==> src/rtl/band_scan_pkg.sv <==
package band_scan_pkg;

    // log2 of bytes covered by one band in the index plane
    localparam int PAGE_SHIFT = 12;
    // log2 of bytes covered by one band in the four-times larger planes
    localparam int DEEP_SHIFT = 14;
    // log2 of display lines per band
    localparam int BAND_LINES_LOG2 = 2;

    typedef enum logic [1:0] {
        PLANE_INDEX   = 2'd0,
        PLANE_DIRECT  = 2'd1,
        PLANE_CONTROL = 2'd2,
        PLANE_NONE    = 2'd3
    } plane_e;

    typedef enum logic [1:0] {
        SC_IDLE  = 2'd0,
        SC_SCAN  = 2'd1,
        SC_EMIT  = 2'd2,
        SC_CLEAR = 2'd3
    } scan_state_e;

    function automatic logic fmt_supported(input logic deep, input logic [5:0] bpp);
        if (deep) begin
            return bpp == 6'd32;
        end
        return (bpp == 6'd8) || (bpp == 6'd15) || (bpp == 6'd16) || (bpp == 6'd32);
    endfunction

endpackage

==> src/rtl/band_snoop.sv <==
module band_snoop
    import band_scan_pkg::*;
#(
    parameter int NUM_BANDS = 192,
    parameter int ADDR_W    = 22
) (
    input  logic                 wr_en,
    input  logic [1:0]           wr_plane,
    input  logic [ADDR_W-1:0]    wr_addr,
    input  logic                 deep_mode,
    input  logic                 invalidate,
    output logic [NUM_BANDS-1:0] set_vec
);

    plane_e              plane;
    logic                hit;
    logic [ADDR_W-1:0]   band_num;

    assign plane = plane_e'(wr_plane);

    always_comb begin
        hit      = 1'b0;
        band_num = '0;
        case (plane)
            PLANE_INDEX: begin
                hit      = wr_en;
                band_num = wr_addr >> PAGE_SHIFT;
            end
            PLANE_DIRECT, PLANE_CONTROL: begin
                hit      = wr_en & deep_mode;
                band_num = wr_addr >> DEEP_SHIFT;
            end
            default: begin
                hit      = 1'b0;
                band_num = '0;
            end
        endcase
    end

    // Band numbers at or above NUM_BANDS match no slot and are dropped.
    for (genvar g = 0; g < NUM_BANDS; g++) begin : g_set
        assign set_vec[g] = invalidate | (hit && (band_num == ADDR_W'(g)));
    end

endmodule

==> src/rtl/band_dirty_array.sv <==
module band_dirty_array #(
    parameter int NUM_BANDS = 192,
    parameter int IDX_W     = 8
) (
    input  logic                 clk,
    input  logic                 rst,
    input  logic [NUM_BANDS-1:0] set_vec,
    input  logic                 scan_begin,
    input  logic                 busy,
    input  logic                 clr_en,
    input  logic [IDX_W-1:0]     clr_lo,
    input  logic [IDX_W-1:0]     clr_hi,
    input  logic [IDX_W-1:0]     rd_idx,
    output logic                 rd_dirty
);

    logic [NUM_BANDS-1:0] dirty_q;
    logic [NUM_BANDS-1:0] fresh_q;   // set while a pass runs, protects against its clear
    logic [NUM_BANDS-1:0] clr_mask;

    for (genvar g = 0; g < NUM_BANDS; g++) begin : g_mask
        assign clr_mask[g] = clr_en && (IDX_W'(g) >= clr_lo) && (IDX_W'(g) <= clr_hi);
    end

    always_ff @(posedge clk) begin
        if (rst) begin
            dirty_q <= '0;
            fresh_q <= '0;
        end else begin
            dirty_q <= set_vec | (dirty_q & ~(clr_mask & ~fresh_q));
            if (scan_begin) begin
                fresh_q <= '0;
            end else if (busy) begin
                fresh_q <= fresh_q | set_vec;
            end
        end
    end

    always_comb begin
        rd_dirty = 1'b0;
        for (int i = 0; i < NUM_BANDS; i++) begin
            if (rd_idx == IDX_W'(i)) begin
                rd_dirty = dirty_q[i];
            end
        end
    end

endmodule

==> src/rtl/band_scanner.sv <==
module band_scanner
    import band_scan_pkg::*;
#(
    parameter int NUM_BANDS = 192,
    parameter int IDX_W     = 8,
    parameter int LINE_W    = 10
) (
    input  logic              clk,
    input  logic              rst,
    input  logic              refresh_start,
    input  logic              fmt_ok,
    input  logic [LINE_W-1:0] frame_lines,
    input  logic              rd_dirty,
    input  logic              rect_ready,
    output logic [IDX_W-1:0]  rd_idx,
    output logic              scan_begin,
    output logic              busy,
    output logic              clr_en,
    output logic [IDX_W-1:0]  clr_lo,
    output logic [IDX_W-1:0]  clr_hi,
    output logic              rect_valid,
    output logic [LINE_W-1:0] rect_y,
    output logic [LINE_W-1:0] rect_h
);

    localparam int EDGE_W = IDX_W + BAND_LINES_LOG2;
    localparam int CMP_W  = (EDGE_W > LINE_W) ? EDGE_W : LINE_W;

    scan_state_e       state_q;
    logic [IDX_W-1:0]  idx_q;
    logic [IDX_W-1:0]  run_start_q;
    logic              run_open_q;
    logic              any_q;
    logic              at_end_q;
    logic [IDX_W-1:0]  lo_q;
    logic [IDX_W-1:0]  hi_q;
    logic [LINE_W-1:0] rect_y_q;
    logic [LINE_W-1:0] rect_h_q;

    logic              end_reached;
    logic [LINE_W-1:0] idx_line;
    logic [LINE_W-1:0] start_line;

    assign end_reached = (idx_q == IDX_W'(NUM_BANDS)) ||
                         (CMP_W'({idx_q, {BAND_LINES_LOG2{1'b0}}}) >= CMP_W'(frame_lines));
    assign idx_line    = LINE_W'({idx_q, {BAND_LINES_LOG2{1'b0}}});
    assign start_line  = LINE_W'({run_start_q, {BAND_LINES_LOG2{1'b0}}});

    always_ff @(posedge clk) begin
        if (rst) begin
            state_q     <= SC_IDLE;
            idx_q       <= '0;
            run_start_q <= '0;
            run_open_q  <= 1'b0;
            any_q       <= 1'b0;
            at_end_q    <= 1'b0;
            lo_q        <= '0;
            hi_q        <= '0;
            rect_y_q    <= '0;
            rect_h_q    <= '0;
        end else begin
            case (state_q)
                SC_IDLE: begin
                    if (refresh_start && fmt_ok) begin
                        state_q    <= SC_SCAN;
                        idx_q      <= '0;
                        run_open_q <= 1'b0;
                        any_q      <= 1'b0;
                        at_end_q   <= 1'b0;
                    end
                end
                SC_SCAN: begin
                    if (end_reached) begin
                        if (run_open_q) begin
                            rect_y_q   <= start_line;
                            rect_h_q   <= idx_line - start_line;
                            run_open_q <= 1'b0;
                            at_end_q   <= 1'b1;
                            state_q    <= SC_EMIT;
                        end else if (any_q) begin
                            state_q <= SC_CLEAR;
                        end else begin
                            state_q <= SC_IDLE;
                        end
                    end else if (rd_dirty) begin
                        if (!run_open_q) begin
                            run_open_q  <= 1'b1;
                            run_start_q <= idx_q;
                        end
                        if (!any_q) begin
                            lo_q <= idx_q;
                        end
                        hi_q  <= idx_q;
                        any_q <= 1'b1;
                        idx_q <= idx_q + IDX_W'(1);
                    end else if (run_open_q) begin
                        rect_y_q   <= start_line;
                        rect_h_q   <= idx_line - start_line;
                        run_open_q <= 1'b0;
                        state_q    <= SC_EMIT;
                    end else begin
                        idx_q <= idx_q + IDX_W'(1);
                    end
                end
                SC_EMIT: begin
                    if (rect_ready) begin
                        if (at_end_q) begin
                            state_q <= SC_CLEAR;
                        end else begin
                            idx_q   <= idx_q + IDX_W'(1);
                            state_q <= SC_SCAN;
                        end
                    end
                end
                SC_CLEAR: begin
                    state_q <= SC_IDLE;
                end
                default: state_q <= SC_IDLE;
            endcase
        end
    end

    assign rd_idx     = idx_q;
    assign scan_begin = (state_q == SC_IDLE) && refresh_start && fmt_ok;
    assign busy       = (state_q != SC_IDLE);
    assign clr_en     = (state_q == SC_CLEAR);
    assign clr_lo     = lo_q;
    assign clr_hi     = hi_q;
    assign rect_valid = (state_q == SC_EMIT);
    assign rect_y     = rect_y_q;
    assign rect_h     = rect_h_q;

endmodule

==> src/rtl/band_coalescer.sv <==
module band_coalescer
    import band_scan_pkg::*;
#(
    parameter int NUM_BANDS  = 192,
    parameter int WIDTH_W    = 11,
    localparam int IDX_W     = $clog2(NUM_BANDS + 1),
    localparam int LINE_W    = $clog2(NUM_BANDS * 4 + 1),
    localparam int ADDR_W    = $clog2(NUM_BANDS) + DEEP_SHIFT
) (
    input  logic               clk,
    input  logic               rst,
    input  logic               deep_mode,
    input  logic [5:0]         pix_bpp,
    input  logic [LINE_W-1:0]  frame_lines,
    input  logic [WIDTH_W-1:0] frame_width,
    input  logic               wr_en,
    input  logic [1:0]         wr_plane,
    input  logic [ADDR_W-1:0]  wr_addr,
    input  logic               invalidate,
    input  logic               refresh_start,
    output logic               busy,
    output logic               rect_valid,
    input  logic               rect_ready,
    output logic [WIDTH_W-1:0] rect_x,
    output logic [LINE_W-1:0]  rect_y,
    output logic [WIDTH_W-1:0] rect_w,
    output logic [LINE_W-1:0]  rect_h
);

    logic [NUM_BANDS-1:0] set_vec;
    logic                 fmt_ok;
    logic                 scan_begin;
    logic                 clr_en;
    logic [IDX_W-1:0]     clr_lo;
    logic [IDX_W-1:0]     clr_hi;
    logic [IDX_W-1:0]     rd_idx;
    logic                 rd_dirty;

    assign fmt_ok = fmt_supported(deep_mode, pix_bpp);

    band_snoop #(
        .NUM_BANDS (NUM_BANDS),
        .ADDR_W    (ADDR_W)
    ) u_snoop (
        .wr_en      (wr_en),
        .wr_plane   (wr_plane),
        .wr_addr    (wr_addr),
        .deep_mode  (deep_mode),
        .invalidate (invalidate),
        .set_vec    (set_vec)
    );

    band_dirty_array #(
        .NUM_BANDS (NUM_BANDS),
        .IDX_W     (IDX_W)
    ) u_array (
        .clk        (clk),
        .rst        (rst),
        .set_vec    (set_vec),
        .scan_begin (scan_begin),
        .busy       (busy),
        .clr_en     (clr_en),
        .clr_lo     (clr_lo),
        .clr_hi     (clr_hi),
        .rd_idx     (rd_idx),
        .rd_dirty   (rd_dirty)
    );

    band_scanner #(
        .NUM_BANDS (NUM_BANDS),
        .IDX_W     (IDX_W),
        .LINE_W    (LINE_W)
    ) u_scan (
        .clk           (clk),
        .rst           (rst),
        .refresh_start (refresh_start),
        .fmt_ok        (fmt_ok),
        .frame_lines   (frame_lines),
        .rd_dirty      (rd_dirty),
        .rect_ready    (rect_ready),
        .rd_idx        (rd_idx),
        .scan_begin    (scan_begin),
        .busy          (busy),
        .clr_en        (clr_en),
        .clr_lo        (clr_lo),
        .clr_hi        (clr_hi),
        .rect_valid    (rect_valid),
        .rect_y        (rect_y),
        .rect_h        (rect_h)
    );

    assign rect_x = '0;
    assign rect_w = frame_width;

endmodule

==> config.mk <==
export PLATFORM = sky130hd
export DESIGN_NAME = band_coalescer
export DESIGN_NICKNAME = d
export VERILOG_FILES = /design/src/rtl/band_scan_pkg.sv /design/src/rtl/band_snoop.sv /design/src/rtl/band_dirty_array.sv /design/src/rtl/band_scanner.sv /design/src/rtl/band_coalescer.sv
export SDC_FILE = /design/constraint.sdc
export NUM_CORES = 1
export LEC_CHECK = 0
export BUFFER_PORTS_ARGS = -buffer_cell sky130_fd_sc_hd__buf_2
export CAP_MARGIN = 30
export CORE_UTILIZATION = 25
export CTS_CLUSTER_SIZE = 30
export DETAILED_ROUTE_END_ITERATION = 10
export GPL_TIMING_DRIVEN = 0
export SLEW_MARGIN = 0
export SYNTH_ARGS = -nofsm -noshare
export SYNTH_HDL_FRONTEND = slang
export SYNTH_SLANG_ARGS = --single-unit
==> constraint.sdc <==
create_clock -name clk -period 7 [get_ports clk]
set_clock_uncertainty 0.2 [all_clocks]
set_input_delay 0.7 -clock clk [delete_from_list [all_inputs] [get_ports clk]]
set_output_delay 0.7 -clock clk [all_outputs]
set_load 0.02 [all_outputs]
==> flow_summary.json <==
{
  "fmax_ghz": 0.1588,
  "crit_type": "flip-flop to flip-flop",
  "crit_top_cell": "buf_2",
  "critPathLaunchType": "flip-flop",
  "start_util_pct": 25.38,
  "clk_pin_slew_worst_paths_ns": 0.06,
  "numClockSinks": 437,
  "viasPerCell": 6.607,
  "dr.first_iter.drc_count": 4807,
  "grt_overflow_total": 0,
  "port_buffers": 62,
  "grt_pass1_wl_mm": 303.1,
  "crit_path_end_kind": "flip-flop",
  "syn_inst": 3104,
  "place.detailed.hpwl_mm": 189.9,
  "clkLatencyLatePin_ns": 0.70,
  "slowest_stage": "a22oi_1",
  "yosysWarningCount": 0,
  "synthArstFlopShare_pct": 0,
  "drtPass1Iterations": 6,
  "status": "complete, no violations",
  "gp_congestion": 1.137,
  "synth_edf_count": 0,
  "vias": 31331,
  "reg2reg_depth": 17,
  "num_rows": 112,
  "hold_depth": 1,
  "powerDensity_mw_per_mm2": 241.8,
  "setup_viol": 0,
  "drc": 0,
  "p_total_w": 0.007326,
  "synthesis.area_sq_mm": 0.02379,
  "seq_area_frac_synth_pct": 36.77,
  "fin_tns_setup_ns": 0,
  "numCtsBuffers": 57,
  "final_net_count": 3494,
  "cap_violations": 0,
  "crit_path_max_incr_delay_ns": 1.02,
  "cts_hold_buf": 0,
  "worst-path-max-fanout": 10,
  "io_pins": 102,
  "dpl-instance-area_sq_mm": 0.02807,
  "post_cts_buffers": 0,
  "die_w_um": 310.5,
  "cts_resized": 0,
  "drive_gt1_share_pct": 14.61,
  "core_sq_mm": 0.09375,
  "timing.hold.ws_ns": 0.2635,
  "cp_data_required_time_ns": 7.33,
  "hp-class": "flip-flop to flip-flop",
  "ir_drop_v": 0.0002180,
  "die_area_sq_mm": 0.09640,
  "grt_max_degree": 19,
  "final_area_sq_mm": 0.03030,
  "syn_avg_cell_area_sq_um": 7.664,
  "wirelength_mm": 240.3,
  "max_slew_margin_pct": 13.39,
  "die_h_um": 310.5,
  "fin_crit_sh_pct": 89.96,
  "ys_ff_latch": 437,
  "synth_ff_type": "dfxtp_1",
  "crit_chain": "inv_1 -> ha_1 -> buf_2 -> buf_4 -> buf_2 -> a22oi_1 -> o31ai_1 -> a222oi_1 -> nand4b_1 -> a311oi_1 -> or3_1 -> o21a_1 -> o32a_1 -> buf_6 -> buf_2 -> mux2i_1 -> nor2_1",
  "finalMaxSlewViolations": 0,
  "cts_tree": "yes",
  "power_leakage_nw": 11.28,
  "grt_antenna_before_repair": 43,
  "ctsLongestPathBuffers": 3,
  "synth_cell_type_count": 94,
  "fin_crit_ns": 6.297,
  "wl_per_cell_um": 50.67,
  "gr-usage-all-layers_pct": 49.08,
  "cp.arrival_ns": 6.63,
  "grt_pass1_vias": 28073,
  "root_buffer": "clkbuf_16",
  "hold_violations": 0,
  "worst_slew_pin_slew_ns": 1.299,
  "rsz0062_at_grt": "false",
  "htree_levels": 2,
  "areaGrowthSynthToFinish_pct": 27.38,
  "postRouteAntennaNets": 0,
  "final_core_util_pct": 32.32
}
==> routing by layer <==
metal	global-route usage (%)	share of wire, %	vias up	routed length [um]
li1	-	-	12017	-
met1	59.28	39	15532	93010
met2	66.69	39	2885	92760
met3	21.37	13	879	31220
met4	39.97	9.6	18	23120
met5	0.4550	0.074	-	177
==> path summary, 6_finish.rpt <==
check / startpoint / to / slack [ns]
worst max-delay path: u_scan.rd_idx[0] / u_scan.clr_hi[4] / 0.70
worst min register to register: u_array.fresh_q[6] / u_array.fresh_q[6] / 0.26
worst max register to register: u_scan.rd_idx[0] / u_scan.clr_hi[4] / 0.70
worst min-delay path: u_array.fresh_q[6] / u_array.fresh_q[6] / 0.26
==> metrics by stage <==
step	cells	setup WS (ns)
floorplan	3118	2.996
global placement	4434	0.7155
detailed placement	4594	0.9183
CTS	4701	0.9647
global route	4712	0.8324
finish	4742	0.7031
==> cells by family (layout without fill, tap and decap cells) <==
kind of cell    count (synthesis)  in the layout  share of synthesized area, %
xor+xnor                        7              7                        0.2577
fa+ha+maj                      28             28                         1.504
flops                         437            437                         36.77
mux                            28             28                         1.189
buf+inv                       331            669                         6.074
simple gates                  921            921                         17.72
other cells                     1             47                       0.01576
compound gates               1351           1351                         36.47
==> where the power goes <==
group	internal [W]	switching, W	total [W]	leakage (nW)
Combinational	0.000325	0.000760	0.00108	6.69
Sequential	0.00268	0.000290	0.00297	3.60
Clock	0.00189	0.00138	0.00327	0.995
==> cell type report <==
cell class | count | area (sq um)
inverters | 45 | 168.9
multi-input cells | 2350 | 13790
well taps | 1254 | 1569
clock inverters | 18 | 300.3
repair buffers | 231 | 2587
fillers | 10173 | 63450
plain buffers | 286 | 1319
flip-flops and latches | 437 | 8748
diodes | 32 | 80.08
clock buffers | 89 | 1737
==> state kept, by name (all words and copies together) (netlist names) <==
signal and count:
u_scan.run_open_q 1, u_array.fresh_q 192, u_scan.rd_idx 8, u_scan.rect_y 8, u_array.dirty_q 192, u_scan.rect_h 8
u_scan.clr_lo 8, u_scan.any_q 1, u_scan.state_q 2, u_scan.run_start_q 8, u_scan.clr_hi 8, u_scan.at_end_q 1
==> synth_stat cells (13+ instances only) <==
cell	instances	share of area (%)
mux2i_1	26	1.1
o31ai_1	46	1.5
o22ai_1	18	0.47
buf_1	32	0.50
nor3_1	64	1.3
a21o_1	21	0.66
nand2b_1	30	0.79
o211ai_1	22	0.69
clkbuf_1	188	3.0
ha_1	27	1.4
nor4_1	15	0.39
o41ai_1	121	4.5
dfxtp_1	437	37
o21a_1	207	6.5
or3_1	15	0.39
and3_1	15	0.39
a21oi_1	570	12
and2_1	19	0.50
a22oi_1	20	0.63
a21boi_0	17	0.54
inv_1	42	0.66
buf_4	33	1.0
a221oi_1	15	0.55
or2_2	13	0.34
nor2b_1	39	1.0
o21ai_0	138	2.9
nor2_1	456	7.2
a31oi_1	21	0.55
nand2_1	161	2.5
a211oi_1	14	0.44
buf_2	27	0.57
nand3_1	36	0.76
==> worst max-delay path: cells and delay by family (launching register included) <==
family / cells / cell delay [ns]
multiplexers: 1 / 0.30
buffers and inverters: 6 / 1.46
flip-flops: 1 / 0.59
AND/OR/NAND/NOR: 3 / 0.42
adder cells (fa/ha/maj): 1 / 0.39
AO/OA/AOI/OAI: 6 / 2.78
==> placed cells by master, fill, tap and decap left out, drive strengths merged, types with 12 or more instances in the layout <==
master / netlist / layout
inv: 42 / 42
nor2: 458 / 458
a31o: 12 / 12
a211oi: 17 / 17
clkbuf: 188 / 277
nand2b: 30 / 30
and3: 15 / 15
mux2i: 26 / 26
o21a: 207 / 207
and2: 21 / 21
nor3: 66 / 66
o22ai: 18 / 18
o211ai: 22 / 22
diode: 0 / 32
or2: 14 / 14
a21o: 21 / 21
o41ai: 121 / 121
or3: 15 / 15
a31oi: 21 / 21
a21boi: 17 / 17
nand3: 36 / 36
buf: 98 / 329
o31ai: 47 / 47
a21oi: 570 / 570
a22oi: 20 / 20
clkinv: 3 / 15
nor2b: 40 / 40
dfxtp: 437 / 437
o21ai: 146 / 146
nand2: 165 / 165
a221oi: 16 / 16
ha: 27 / 27
conb: 1 / 15
nor4: 15 / 15
No activity file was read; power rests on OpenSTA's default activity.
